$ cat src/rtl/phy_reg_window.sv
module phy_reg_window #(
  parameter int ADDR_W = 12,
  parameter int HOST_DW = 32,
  parameter int WD_W = 8,
  parameter logic [ADDR_W-1:0] CMD_OFF = 12'h300,
  parameter logic [ADDR_W-1:0] DATA_OFF = 12'h304
) (
  input  logic               clk,
  input  logic               rst_n,
  input  logic               host_we,
  input  logic [ADDR_W-1:0]  host_addr,
  input  logic [HOST_DW-1:0] host_wdata,
  output logic [HOST_DW-1:0] host_rdata,
  input  logic [WD_W-1:0]    wd_limit,
  output logic               phy_req,
  output logic               phy_we,
  output logic [7:0]         phy_addr,
  output logic [7:0]         phy_wdata,
  input  logic [7:0]         phy_rdata,
  input  logic               phy_ready
);
  localparam int DIR_BIT = 8;
  localparam int CNT_W = WD_W + 1;

  logic busy_q, err_q, we_q;
  logic [7:0] off_q, data_q;
  logic [WD_W-1:0] wd_cnt;

  wire cmd_hit = host_we && (host_addr == CMD_OFF);
  wire dat_hit = host_we && (host_addr == DATA_OFF);
  wire start   = cmd_hit && !busy_q;
  wire done    = busy_q && phy_ready;
  wire expire  = busy_q && !phy_ready &&
                 ((CNT_W'(wd_cnt) + CNT_W'(1)) >= CNT_W'(wd_limit));

  always_ff @(posedge clk) begin
    if (!rst_n) begin
      busy_q <= 1'b0;
      err_q  <= 1'b0;
      we_q   <= 1'b0;
      off_q  <= '0;
      data_q <= '0;
      wd_cnt <= '0;
    end else begin
      if (start) begin
        busy_q <= 1'b1;
        off_q  <= host_wdata[7:0];
        we_q   <= host_wdata[DIR_BIT];
        wd_cnt <= '0;
      end else if (done) begin
        busy_q <= 1'b0;
        if (!we_q) data_q <= phy_rdata;
      end else if (expire) begin
        busy_q <= 1'b0;
        err_q  <= 1'b1;
      end else if (busy_q) begin
        wd_cnt <= wd_cnt + 1'b1;
      end
      if (dat_hit && !busy_q) data_q <= host_wdata[7:0];
    end
  end

  assign phy_req   = busy_q;
  assign phy_we    = we_q;
  assign phy_addr  = off_q;
  assign phy_wdata = data_q;

  always_comb begin
    host_rdata = '0;
    if (host_addr == CMD_OFF)
      host_rdata = HOST_DW'({err_q, busy_q, we_q, off_q});
    else if (host_addr == DATA_OFF)
      host_rdata = HOST_DW'(data_q);
  end
endmodule


$ cat config.mk
export PLATFORM = sky130hd
export DESIGN_NAME = phy_reg_window
export DESIGN_NICKNAME = d
export VERILOG_FILES = /design/src/rtl/phy_reg_window.sv
export SDC_FILE = /design/constraint.sdc
export NUM_CORES = 1
export LEC_CHECK = 0
export ABC_AREA = 1
export BUFFER_PORTS_ARGS = -buffer_cell sky130_fd_sc_hd__clkbuf_2
export CAP_MARGIN = 25
export CORE_ASPECT_RATIO = 0.8
export CORE_MARGIN = 4
export CORE_UTILIZATION = 43
export DETAILED_ROUTE_END_ITERATION = 10
export PLACE_DENSITY = 0.83
export SLEW_MARGIN = 25
export SYNTH_ARGS = -nofsm -noshare
export SYNTH_HDL_FRONTEND = slang
export SYNTH_SLANG_ARGS = --single-unit
$ cat constraint.sdc
create_clock -name clk -period 2.6 [get_ports clk]
set_input_delay 0.52 -clock clk [delete_from_list [all_inputs] [get_ports clk]]
set_output_delay 0.52 -clock clk [all_outputs]
set_load 0.01 [all_outputs]
### After elaboration in Yosys (flattened, before gate mapping)

Cells that the tools add are included.

* memory bits (writable): 0
* output and inout port bits: 50
* bits in latches: 0
* input port bits: 64
* ROM bits: 0
* bits in registers: 27
* memories: 0

* multiply operators: 0
* reductions and logical operators: 15
* bitwise operators: 4
* mux-type cells: 9
* shifts and indexed selects: 0
* order comparisons: 1
* divide/modulo/power cells: 0
* $add $sub $neg: 2
* equal/unequal tests: 4

Operators by type and width (count)
* two-way mux 8 bit: 5
* equality test 12 x 10 -> 1 bit (second input constant): 2
* two-way mux 11 bit: 1
* adder 8 x 1 -> 9 bit (second input constant): 1
* >= comparator 9 x 8 -> 1 bit: 1
* AND reduction 3 bit: 3
* adder 8 x 1 -> 8 bit (second input constant): 1
* logical AND 1 bit: 7
* != test 2 x 1 -> 1 bit (second input constant): 2
* inverter 1 bit: 4
* two-way mux 1 bit: 3
* nonzero test 3 bit: 1
* logical NOT 1 bit: 2
* nonzero test 2 bit: 1
* OR reduction 2 bit: 1

### Logic depth before layout (Yosys ltp)

Gate-level depths: netlist of run 1.

* word-level depth: 6
* depth in mapped cells: 17

### Worst setup path after synthesis of run 1

No wires, ideal clock.

* path type: flip-flop to flip-flop
* from: register wd_cnt[0]
* to: register wd_cnt[0]
* clock period less this slack: 2140 ps
* buffers on the path: 0
* cell stages (with the launch flop): 16
* arrival: 2077 ps
* setup slack: 460 ps
* setup time: 64 ps
* cells stage by stage: dfxtp_1 > ha_1 > nand3_1 > nor2_1 > xor2_1 > inv_1 > ha_1 > nand2_1 > inv_1 > nand2_1 > nand2_1 > nand2_2 > nand3_2 > nand2_1 > inv_1 > nor2_1

* longest elaborated chain between the ends: 5
* elaborated cells on any way between the ends: 6

Ends and longest elaborated chain
* start, declared: RTL line 27 `logic [WD_W-1:0] wd_cnt;`
* start signal, assigned: RTL line 57 `wd_cnt <= wd_cnt + 1'b1;`
* adder 8 x 1 -> 9 bit: RTL line 34 `((CNT_W'(wd_cnt) + CNT_W'(1)) >= CNT_W'(wd_limit));`
* >= comparator 9 x 8 -> 1 bit: RTL line 34
* logical AND 1 bit: RTL line 33 `wire expire = busy_q && !phy_ready &&`
* inverter 1 bit (no line)
* AND reduction 3 bit (no line)

Several ways; a longest one is shown, not always the timed one.
A chain may end at the register's enable or synchronous reset.

### Final worst setup path of run 1

* from: register wd_cnt[1]
* to: register wd_cnt[0]

* longest elaborated chain between the ends: 5

Ends and longest elaborated chain (RTL line)
* adder 8 x 1 -> 9 bit: 34
* >= comparator 9 x 8 -> 1 bit: 34
* logical AND 1 bit: 33
* inverter 1 bit (no line)
* AND reduction 3 bit (no line)

No other way between the ends.

==> metrics.md, run 1 <==
| Metric | Value |
|---|---|
| Drt first-iter violations | 100 |
| Final setup TNS | 0 ns |
| Area contributors post-synth | dfxtp_1, inv_1, nand2_1 |
| Synthesized flop and latch total | 27 |
| Min Tclk post-route | approximately 2.3 ns |
| Worst skew pair latency | 0.27 ns |
| Hold Violations, Final | 0 |
| CTS Hold Bufs | 0 |
| Max_slew headroom | about two thirds |
| Number of buffers added on ports | 69 |
| Hold WC Path Type | flip-flop to flip-flop |
| CP Capture Type | flip-flop |
| Initial DRT Pass Iterations | 4 |
| Antenna violations before repair | 0 |
| Layout cells sized above 1 | 25.6% |
| Fin. max-slew vios | 0 |
| Placer Congestion | just under 0.8 |
| Post-CTS setup buffers | 0 |
| Syn Inst Count | about 280 |
| Register area | ~540 um^2 |
| Core area | around 4200 um^2 |
| Logic gate share of total power | 10.5% |
| Largest net degree at the start of global routing | 20 |
| Critical Path Source Type | flip-flop |
| DR WL/cell | 10.5 um |
| Clock Skews | 0.00487 ns |
| Dpl hpwl | 3450 um |
| Slew @ Worst Pin | 0.515 ns |
| Final net count | 422 |
| CTS H-Tree Depth | 1 |
| Seq pwr share | between 50% and 60% |
| Fin area | between 2000 and 2500 um^2 |
| # IOs | around 110 |
| Post-DP Area | about 2200 um^2 |
| Starting Density | 44.2% |
| FF-to-FF Start | wd_cnt[1] |
| Leakage | between 1 and 1.5 nW |
| Mapped cell area | roughly 1800 um^2 |
| Vias | 1,829 |
| WP data required | around 2.8 ns |
| Net Sw Power | between 0.15 and 0.2 mW |
| WHS | roughly 0.48 ns |
| Vias in the first global route | ~1,600 |
| Vias/cell | 4.52 |
| Switching share of power | between 20% and 30% |
| Final core occ | between 50% and 60% |
| Hold path depth | 2 |
| Top cell type's share of synthesized area | ~29% |
| Total power | 0.731 mW |
| Top_reg_cell synth | dfxtp_1 |
| Top cells by count, synth | inv_1, nand2_1, nor2_1 |
| Internal cell power | around 0.55 mW |
| Bufs and invs on worst path | 3 |
| HP Start | phy_addr[2] |
| Max_cap viols | 0 |
| Total Wirelength | roughly 4200 um |
| Achievable Freq | around 0.43 GHz |
| Clock root cell | clkbuf_8 |
| Endpoints failing setup | 0 |
| Fin crit share | between 80% and 90% |
| Total grt overflow | 0 |
| Highest fanout seen on the critical path | 6 |
| Yosys Warn Count | 0 |
| Post-synth cell types | 26 |
| Pwr Density | between 300 and 400 nW/um^2 |
| Family with the most delay on the worst path | simple AND/OR/NAND/NOR gates |
| Area Growth Syn to Fin | 20.9% |
| FFs w/ async S/R, synth | 0% |
| Post-synth EDFFs | 0 |
| Worst path most repeated cell | nand2_1 |
| Avg Cell Area, Syn | ~6.6 um^2 |
| CP Cell Sequence | ha_1 > nand3_1 > nor2_1 > xor2_1 > inv_1 > ha_1 > nand2_1 > inv_1 > nand2_1 > nand2_1 > nand2_2 > buf_4 > nand4_1 > nand2_1 > nor2_1 |
| Top-count cell post-synth | inv_1 |
| Fillers | 405 |
| Die Area | 5420 um^2 |
| Status | finished, final reports clean |
| CTS Buffer Depth | 2 |
| Multi-input logic area | 982 um^2 |
| Clk sinks | 27 |
| Clock share of power | approximately 33% |
| R2r setup slk | 0.28 ns |
| Post-route DRC | 0 |
| Die Wd | approximately 81 um |
| Area leader, netlist | dfxtp_1 |
| Hold path endpoint | phy_addr[2] |
| Reg2reg path depth | 15 |
| Unrepaired setup endpoints after global routing | no |
| R2r endpoint | wd_cnt[0] |
| Post-DRT Antenna Nets | 0 |
| CP max-delay cell | dfxtp_1 |
| Total global-route track usage | 15.9% |
| Antenna diodes | 0 |
| Sequential area share after synthesis | 29.2% |
| CTS buffer count | 3 |
| CTS tree | done |
| Clk pin slew, worst setup/hold paths | 0.09 ns |
| Cell Rows | 21 |
| Crit path kind | flip-flop to flip-flop |
| Die H | 66.6 um |
| Critical path's largest stage delay | between 0.3 and 0.4 ns |
| Peak VDD IR | roughly 0.25 mV |
| First-pass GRT wire length | approximately 6900 um |
| WP data arrival | 2.50 ns |
[cell families after synthesis]
| family | Yosys count | share of synthesized area (%) |
|---|---|---|
| other | 1 | 0.203 |
| AND/OR/NAND/NOR | 103 | 25.9 |
| flip-flops | 27 | 29.2 |
| adder cells (fa/ha/maj) | 9 | 6.09 |
| XOR/XNOR | 3 | 1.42 |
| buffers and inverters | 87 | 22.5 |
| AO/OA/AOI/OAI | 49 | 14.7 |
[timing repair]
item                                    CTS  global route
hold endpoints to repair                  0             0
endpoints found under the setup margin    0             9
gates resized for setup                   0             3
[through the flow]
step                      instances  worst slack (ns)
after CTS                       405             0.243
after global placement          401             0.329
after detailed placement        401             0.269
after global routing            405            0.0368
final                           405             0.281
after floorplan                 299             0.460
[how the worst max path moves through the flow]
| stage | start | to | slack, ns | depth (start not counted) |
|---|---|---|---|---|
| after global routing | wd_cnt[1] | wd_cnt[0] | 0.04 | 15 |
| after CTS | wd_cnt[0] | wd_cnt[1] | 0.24 | 15 |
| after detailed placement | wd_cnt[0] | wd_cnt[1] | 0.27 | 15 |
| after floorplan | wd_cnt[0] | wd_cnt[0] | 0.46 | 15 |
| final | wd_cnt[1] | wd_cnt[0] | 0.28 | 15 |
| after global placement | wd_cnt[0] | wd_cnt[3] | 0.33 | 15 |
[flip-flops by register name, indices dropped and copies added, names as in the netlist]
signal     count
phy_we         1
phy_req        1
phy_wdata      8
phy_addr       8
wd_cnt         8
err_q          1
[area by class of cell]
type	count	area share [%]
timing repair buffer	72	16.5
multi-input combinational	185	44.0
inverter	60	10.1
sequential	27	24.3
tap	57	3.19
clock buffer	4	2.02
[worst min-delay path, cell delays in order, from the launching register on]
cell and delay [ns]:
dfxtp_1 0.32, inv_1 0.07, a21oi_1 0.06
[layout by cell type (no fill, tap or decap), drive strengths merged]
master and n:
nor2 37, nand3 6, dfxtp 27, nand4 9, o21ai 27, a31oi 1
nor4 2, buf 3, clkbuf 73, nand2 48, inv 60, a21oi 13
ha 9, o22ai 8, nor3 1, xor2 3, conb 21
[per-layer routing]
metal / global-route usage (%) / share of wire [%] / up-vias
met5: 0 / 0 / -
met4: 3.59 / 0.73 / 0
met3: 2.70 / 5.3 / 2
met2: 27.4 / 49 / 54
met1: 20.6 / 45 / 803
li1: - / - / 970
[power groups by stage]
stage | Sequential (mW) | Combinational [mW] | Clock [mW]
3_5_place_dp | 0.423 | 0.0760 | 0
4_1_cts | 0.413 | 0.0764 | 0.247
5_1_grt | 0.413 | 0.0879 | 0.264
2_1_floorplan | 0.423 | 0.0617 | 0
6_report | 0.413 | 0.0766 | 0.242
3_3_place_gp | 0.423 | 0.0748 | 0
No activity file was read; power rests on OpenSTA's default activity.
==> run 2, diff against run 1 <==
--- a/config.mk
+++ b/config.mk
@@ -10,9 +10,9 @@
 export CAP_MARGIN = 25
 export CORE_ASPECT_RATIO = 0.8
 export CORE_MARGIN = 4
-export CORE_UTILIZATION = 43
+export CORE_UTILIZATION = 40
 export DETAILED_ROUTE_END_ITERATION = 10
-export PLACE_DENSITY = 0.83
+export PLACE_DENSITY = 0.78
 export SLEW_MARGIN = 25
 export SYNTH_ARGS = -nofsm -noshare
 export SYNTH_HDL_FRONTEND = slang
==> run 2 against run 1 <==
Net effect: routed wire length is 4.6% higher; setup slack gained 0.048 ns; clock skew grew 0.0010 ns; non-clock buffer count did not move; die area is 6.7% higher; design area is 0.34% lower; sequential power about the same; fmax rose by 2.1%; global-route usage shrank 0.83 points; utilization is 1.8 points lower.
==> metrics.md, run 2 (synthesized netlist as in run 1, its figures left out) <==
| Metric | Value |
|---|---|
| Hold path endpoint | err_q (was phy_addr[2]) |
| FF-to-FF Start | wd_cnt[0] (was wd_cnt[1]) |
| Total Wirelength | 4450 um (was 4250 um) |
| Clock share of power | 32.6% (was 33.0%) |
| Register area | 542 um^2 (unchanged) |
| CTS H-Tree Depth | 1 (unchanged) |
| Drt first-iter violations | 124 (was 100) |
| WHS | 0.463 ns (was 0.481 ns) |
| CTS buffer count | 3 (unchanged) |
| Cell Rows | 21 (unchanged) |
| HP Start | err_q (was phy_addr[2]) |
| Clk sinks | 27 (unchanged) |
| R2r setup slk | 0.34 ns (was 0.28 ns) |
| Die Area | 5780 um^2 (was 5420 um^2) |
| Commonest non-fill, non-tap cell in the layout | clkbuf_2 (unchanged) |
| Clock Skews | 0.00588 ns (was 0.00487 ns) |
| Endpoints failing setup | 0 (unchanged) |
| Net Sw Power | 0.173 mW (was 0.177 mW) |
| Area Growth Syn to Fin | 20.4% (was 20.9%) |
| Layout cells sized above 1 | 25.3% (was 25.6%) |
| R2r endpoint | wd_cnt[1] (was wd_cnt[0]) |
| Reg2reg path depth | 15 (unchanged) |
| Core area | 4310 um^2 (was 4180 um^2) |
| Seq pwr share | 56.8% (was 56.5%) |
| Switching share of power | 23.8% (was 24.2%) |
| Non-filler cells, final | 405 (unchanged) |
| Unrepaired setup endpoints after global routing | no (unchanged) |
| Starting Density | 42.9% (was 44.2%) |
| CP max-delay cell | nand2_1 (was dfxtp_1) |
| Vias in the first global route | 1,587 (was 1,649) |
| Hold WC Path Type | flip-flop to flip-flop (unchanged) |
| Highest fanout seen on the critical path | 11 (was 6) |
| Max_slew headroom | 63.3% (was 65.6%) |
| Bufs and invs on worst path | 2 (was 3) |
| First-pass GRT wire length | 7150 um (was 6930 um) |
| # IOs | 114 (unchanged) |
| Placed cells | 401 (unchanged) |
| Total global-route track usage | 15.1% (was 15.9%) |
| Number of buffers added on ports | 69 (unchanged) |
| Pwr Density | 327 nW/um^2 (about the same) |
| WP data arrival | 1.75 ns (was 2.50 ns) |
| Fin. max-slew vios | 0 (unchanged) |
| Worst skew pair latency | 0.27 ns (about the same) |
| Post-route DRC | 0 (unchanged) |
| Hold Violations, Final | 0 (unchanged) |
| Total grt overflow | 0 (unchanged) |
| Fin crit share | 87.4% (was 89.2%) |
| Largest net degree at the start of global routing | 20 (unchanged) |
| Final net count | 422 (unchanged) |
| Total power | 0.727 mW (was 0.731 mW) |
| Family with the most delay on the worst path | simple AND/OR/NAND/NOR gates (unchanged) |
| Critical path's largest stage delay | 0.33 ns (was 0.38 ns) |
| Hold path depth | 2 (unchanged) |
| CTS Buffer Depth | 2 (unchanged) |
| Max_cap viols | 0 (unchanged) |
| Vias | 1,817 (was 1,829) |
| Peak VDD IR | 0.290 mV (was 0.249 mV) |
| CTS tree | done (unchanged) |
| Clk pin slew, worst setup/hold paths | 0.09 ns (about the same) |
| Final core occ | 51.7% (was 53.5%) |
| Status | finished, final reports clean (unchanged) |
| Dpl hpwl | 3640 um (was 3450 um) |
| Multi-input logic area | 975 um^2 (was 982 um^2) |
| Min Tclk post-route | 2.27 ns (was 2.32 ns) |
| Fillers | 462 (was 405) |
| Internal cell power | 0.554 mW (about the same) |
| Logic gate share of total power | 10.6% (was 10.5%) |
| WP data required | 2.08 ns (was 2.78 ns) |
| Die H | 68.8 um (was 66.6 um) |
| Crit path kind | primary input to output port (was flip-flop to flip-flop) |
| Leakage | 1.19 nW (about the same) |
| Antenna diodes | 0 (unchanged) |
| Worst path most repeated cell | clkbuf_2 (was nand2_1) |
| CP Capture Type | output port (was flip-flop) |
| Critical Path Source Type | primary input (was flip-flop) |
| DR WL/cell | 11.0 um (was 10.5 um) |
| Final setup TNS | 0 ns (unchanged) |
| Placer Congestion | 0.808 (was 0.793) |
| Most frequent cells in the layout | clkbuf_2, inv_1, nand2_1, nor2_1, o21ai_0 (unchanged) |
| Antenna violations before repair | 0 (unchanged) |
| Post-DRT Antenna Nets | 0 (unchanged) |
| Initial DRT Pass Iterations | 4 (unchanged) |
| Vias/cell | 4.49 (was 4.52) |
| Achievable Freq | 0.440 GHz (was 0.431 GHz) |
| CP Cell Sequence | clkbuf_2 > nor2_1 > nand3_1 > nor2_2 > nand2_1 > o22ai_1 > clkbuf_2 (was ha_1 > nand3_1 > nor2_1 > xor2_1 > inv_1 > ha_1 > nand2_1 > inv_1 > nand2_1 > nand2_1 > nand2_2 > buf_4 > nand4_1 > nand2_1 > nor2_1) |
| Die Wd | 84.0 um (was 81.3 um) |
| Clock root cell | clkbuf_8 (unchanged) |
| Slew @ Worst Pin | 0.550 ns (was 0.515 ns) |
run 2: cell count changes in the layout (fill, tap and decap cells not counted):
cell    delta
xor2_1     +1
xor2_2     -1
run 2: tightest hold or removal path, delay by kind of cell (launching register included):
kind            cells  cell delay (ns)
compound gates      1             0.06
buf+inv             1             0.06
flops               1             0.31
run 2: power by group through the flow:
| stage | Sequential (mW) | Combinational, mW | Clock (mW) |
|---|---|---|---|
| 2_1_floorplan | 0.423 | 0.0617 | 0 |
| 3_3_place_gp | 0.423 | 0.0750 | 0 |
| 3_5_place_dp | 0.423 | 0.0764 | 0 |
| 4_1_cts | 0.413 | 0.0768 | 0.243 |
| 5_1_grt | 0.413 | 0.0875 | 0.261 |
| 6_report | 0.413 | 0.0770 | 0.237 |
run 2: per-layer routing:
metal	vias to the layer above	global-route usage [%]	wire [um]
li1	968	-	-
met1	795	19.7	2070
met2	50	26.2	2100
met3	4	3.21	245
met4	0	3.01	34
met5	-	0	0
run 2: through the flow:
step / instance area [um^2] / worst slack (ns)
after CTS: 2220 / 0.229
final: 2230 / 0.328
after detailed placement: 2170 / 0.257
after global placement: 2170 / 0.334
after floorplan: 1920 / 0.460
after global routing: 2230 / 0.0109
run 2: area by class of cell:
class / count / share of cell area, %
clock buffers: 4 / 2.02
flip-flops and latches: 27 / 24.3
repair buffers: 72 / 16.5
well taps: 57 / 3.20
multi-input cells: 185 / 43.8
inverters: 60 / 10.1
run 2: worst max path at each step:
stage / from / end / slack [ns] / depth (start not counted)
after global placement: host_addr[1] / host_rdata[2] / 0.33 / 5
after global routing: wd_cnt[0] / wd_cnt[2] / 0.01 / 16
after floorplan: wd_cnt[0] / wd_cnt[0] / 0.46 / 15
after CTS: wd_cnt[0] / wd_cnt[2] / 0.23 / 15
after detailed placement: wd_cnt[0] / wd_cnt[2] / 0.26 / 15
final: host_addr[11] / host_rdata[3] / 0.33 / 7
run 2: repair_timing:
item,in CTS,in global routing
gates resized for setup,0,2
setup buffers,0,0
hold buffers,0,0
endpoints found under the setup margin,0,10
endpoints found under the hold margin,0,0
==> run 3, diff against run 2 <==
--- a/config.mk
+++ b/config.mk
@@ -13,6 +13,7 @@
 export CORE_UTILIZATION = 40
 export DETAILED_ROUTE_END_ITERATION = 10
 export PLACE_DENSITY = 0.78
+export RECOVER_POWER = 100
 export SLEW_MARGIN = 25
 export SYNTH_ARGS = -nofsm -noshare
 export SYNTH_HDL_FRONTEND = slang
==> run 3 against run 2 <==
Net effect: register-to-register slack is essentially flat; worst hold slack is essentially flat; critical path depth unchanged; critical path type unchanged; critical endpoint unchanged.
==> metrics.md, run 3 (synthesized netlist as in run 1, its figures left out) <==
| Metric | Value |
|---|---|
| Clock Skews | 0.00544 ns (was 0.00588 ns) |
| Die H | 68.8 um (unchanged) |
| Total power | 0.727 mW (about the same) |
| Clk pin slew, worst setup/hold paths | 0.09 ns (about the same) |
| Clock root cell | clkbuf_8 (unchanged) |
| Vias/cell | 4.52 (was 4.49) |
| Unrepaired setup endpoints after global routing | no (unchanged) |
| R2r setup slk | 0.34 ns (about the same) |
| Reg2reg path depth | 15 (unchanged) |
| Commonest non-fill, non-tap cell in the layout | inv_1 (was clkbuf_2) |
| Placer Congestion | 0.808 (unchanged) |
| Worst skew pair latency | 0.27 ns (about the same) |
| Endpoints failing setup | 0 (unchanged) |
| CTS tree | done (unchanged) |
| WP data arrival | 1.88 ns (was 1.75 ns) |
| Peak VDD IR | 0.290 mV (about the same) |
| Hold WC Path Type | flip-flop to flip-flop (unchanged) |
| CTS buffer count | 3 (unchanged) |
| Cell Rows | 21 (unchanged) |
| Leakage | 1.09 nW (was 1.19 nW) |
| Fin. max-slew vios | 0 (unchanged) |
| Drt first-iter violations | 82 (was 124) |
| Final net count | 422 (unchanged) |
| Vias in the first global route | 1,587 (unchanged) |
| Die Area | 5780 um^2 (unchanged) |
| Hold path endpoint | err_q (unchanged) |
| Starting Density | 42.9% (unchanged) |
| Initial DRT Pass Iterations | 4 (unchanged) |
| FF-to-FF Start | wd_cnt[0] (unchanged) |
| Total global-route track usage | 15.1% (unchanged) |
| Critical Path Source Type | primary input (unchanged) |
| Fillers | 482 (was 462) |
| DR WL/cell | 11.0 um (about the same) |
| First-pass GRT wire length | 7150 um (unchanged) |
| Core area | 4310 um^2 (unchanged) |
| Final setup TNS | 0 ns (unchanged) |
| WHS | 0.463 ns (about the same) |
| Hold path depth | 2 (unchanged) |
| Crit path kind | primary input to output port (unchanged) |
| # IOs | 114 (unchanged) |
| Post-CTS setup buffers | 0 (unchanged) |
| CTS H-Tree Depth | 1 (unchanged) |
| HP Start | err_q (unchanged) |
| R2r endpoint | wd_cnt[1] (unchanged) |
| Number of buffers added on ports | 69 (unchanged) |
| WP data required | 2.08 ns (about the same) |
| Fin crit share | 92.1% (was 87.4%) |
| Total grt overflow | 0 (unchanged) |
| CP Capture Type | output port (unchanged) |
| Hold Violations, Final | 0 (unchanged) |
| Die Wd | 84.0 um (unchanged) |
| Antenna violations before repair | 0 (unchanged) |
| Total Wirelength | 4450 um (about the same) |
| Post-route DRC | 0 (unchanged) |
| CTS Buffer Depth | 2 (unchanged) |
| Dpl hpwl | 3640 um (unchanged) |
| Clk sinks | 27 (unchanged) |
| Area Growth Syn to Fin | 17.6% (was 20.4%) |
| Pwr Density | 334 nW/um^2 (was 327 nW/um^2) |
| Achievable Freq | 0.418 GHz (was 0.440 GHz) |
| Vias | 1,832 (was 1,817) |
| Highest fanout seen on the critical path | 11 (unchanged) |
| Post-DRT Antenna Nets | 0 (unchanged) |
| Antenna diodes | 0 (unchanged) |
| Largest net degree at the start of global routing | 20 (unchanged) |
| Status | finished, final reports clean (unchanged) |
| Most frequent cells in the layout | inv_1, nand2_1, clkbuf_2, nor2_1, clkbuf_1 (was clkbuf_2, inv_1, nand2_1, nor2_1, o21ai_0) |
| Layout cells sized above 1 | 16.1% (was 25.3%) |
| Max_cap viols | 0 (unchanged) |
| Slew @ Worst Pin | 0.921 ns (was 0.550 ns) |
| Min Tclk post-route | 2.40 ns (was 2.27 ns) |
| Max_slew headroom | 38.1% (was 63.3%) |
-- run 3: area by class of cell --
class	instances	area, um^2	area share (%)
clock buffers	4	45.0	2.07
inverters	60	225	10.4
multi-input cells	185	961	44.2
flip-flops and latches	27	542	24.9
well taps	57	71.3	3.28
repair buffers	72	329	15.1
-- run 3: repair_timing --
| action | 4_1_cts | 5_1_grt |
|---|---|---|
| hold buffers | 0 | 0 |
| gates resized for setup | 0 | 2 |
| endpoints found under the setup margin | 0 | 10 |
-- run 3: how the worst max path moves through the flow --
stage / from / to / slack (ns)
after floorplan: wd_cnt[0] / wd_cnt[0] / 0.46
after global placement: host_addr[1] / host_rdata[2] / 0.33
after detailed placement: wd_cnt[0] / wd_cnt[2] / 0.26
after CTS: wd_cnt[0] / wd_cnt[2] / 0.23
after global routing: wd_cnt[0] / wd_cnt[2] / 0.01
final: host_addr[11] / host_rdata[3] / 0.20
-- run 3: worst max-delay path, stage by stage --
cell      delay [ns]
clkbuf_2        0.08
nor2_1          0.10
nand3_1         0.07
nor2_1          0.26
nand2_1         0.36
o22ai_1         0.27
clkbuf_1        0.21
-- run 3: per-layer routing --
layer,part of all wire [%],up-vias,track usage (%)
met5,0,-,0
met4,0.52,0,3.01
met3,7.1,4,3.21
met2,47,65,26.2
met1,45,794,19.7
li1,-,969,-
-- run 3: power breakdown --
group	leakage [nW]	switching (mW)	internal, mW	total, mW
clock network	0.0228	0.127	0.110	0.237
logic	0.850	0.0453	0.0312	0.0765
registers	0.218	0.0000403	0.413	0.413
total	1.09	0.173	0.554	0.727
-- run 3: stage by stage --
step	instance area (um^2)	util [%]	worst slack [ns]	cells
after floorplan	1920	-	0.460	299
after global placement	2170	50.4	0.334	401
after detailed placement	2170	50.4	0.257	401
after CTS	2220	51.5	0.229	405
after global routing	2170	50.4	0.0109	405
final	2170	50.4	0.205	405
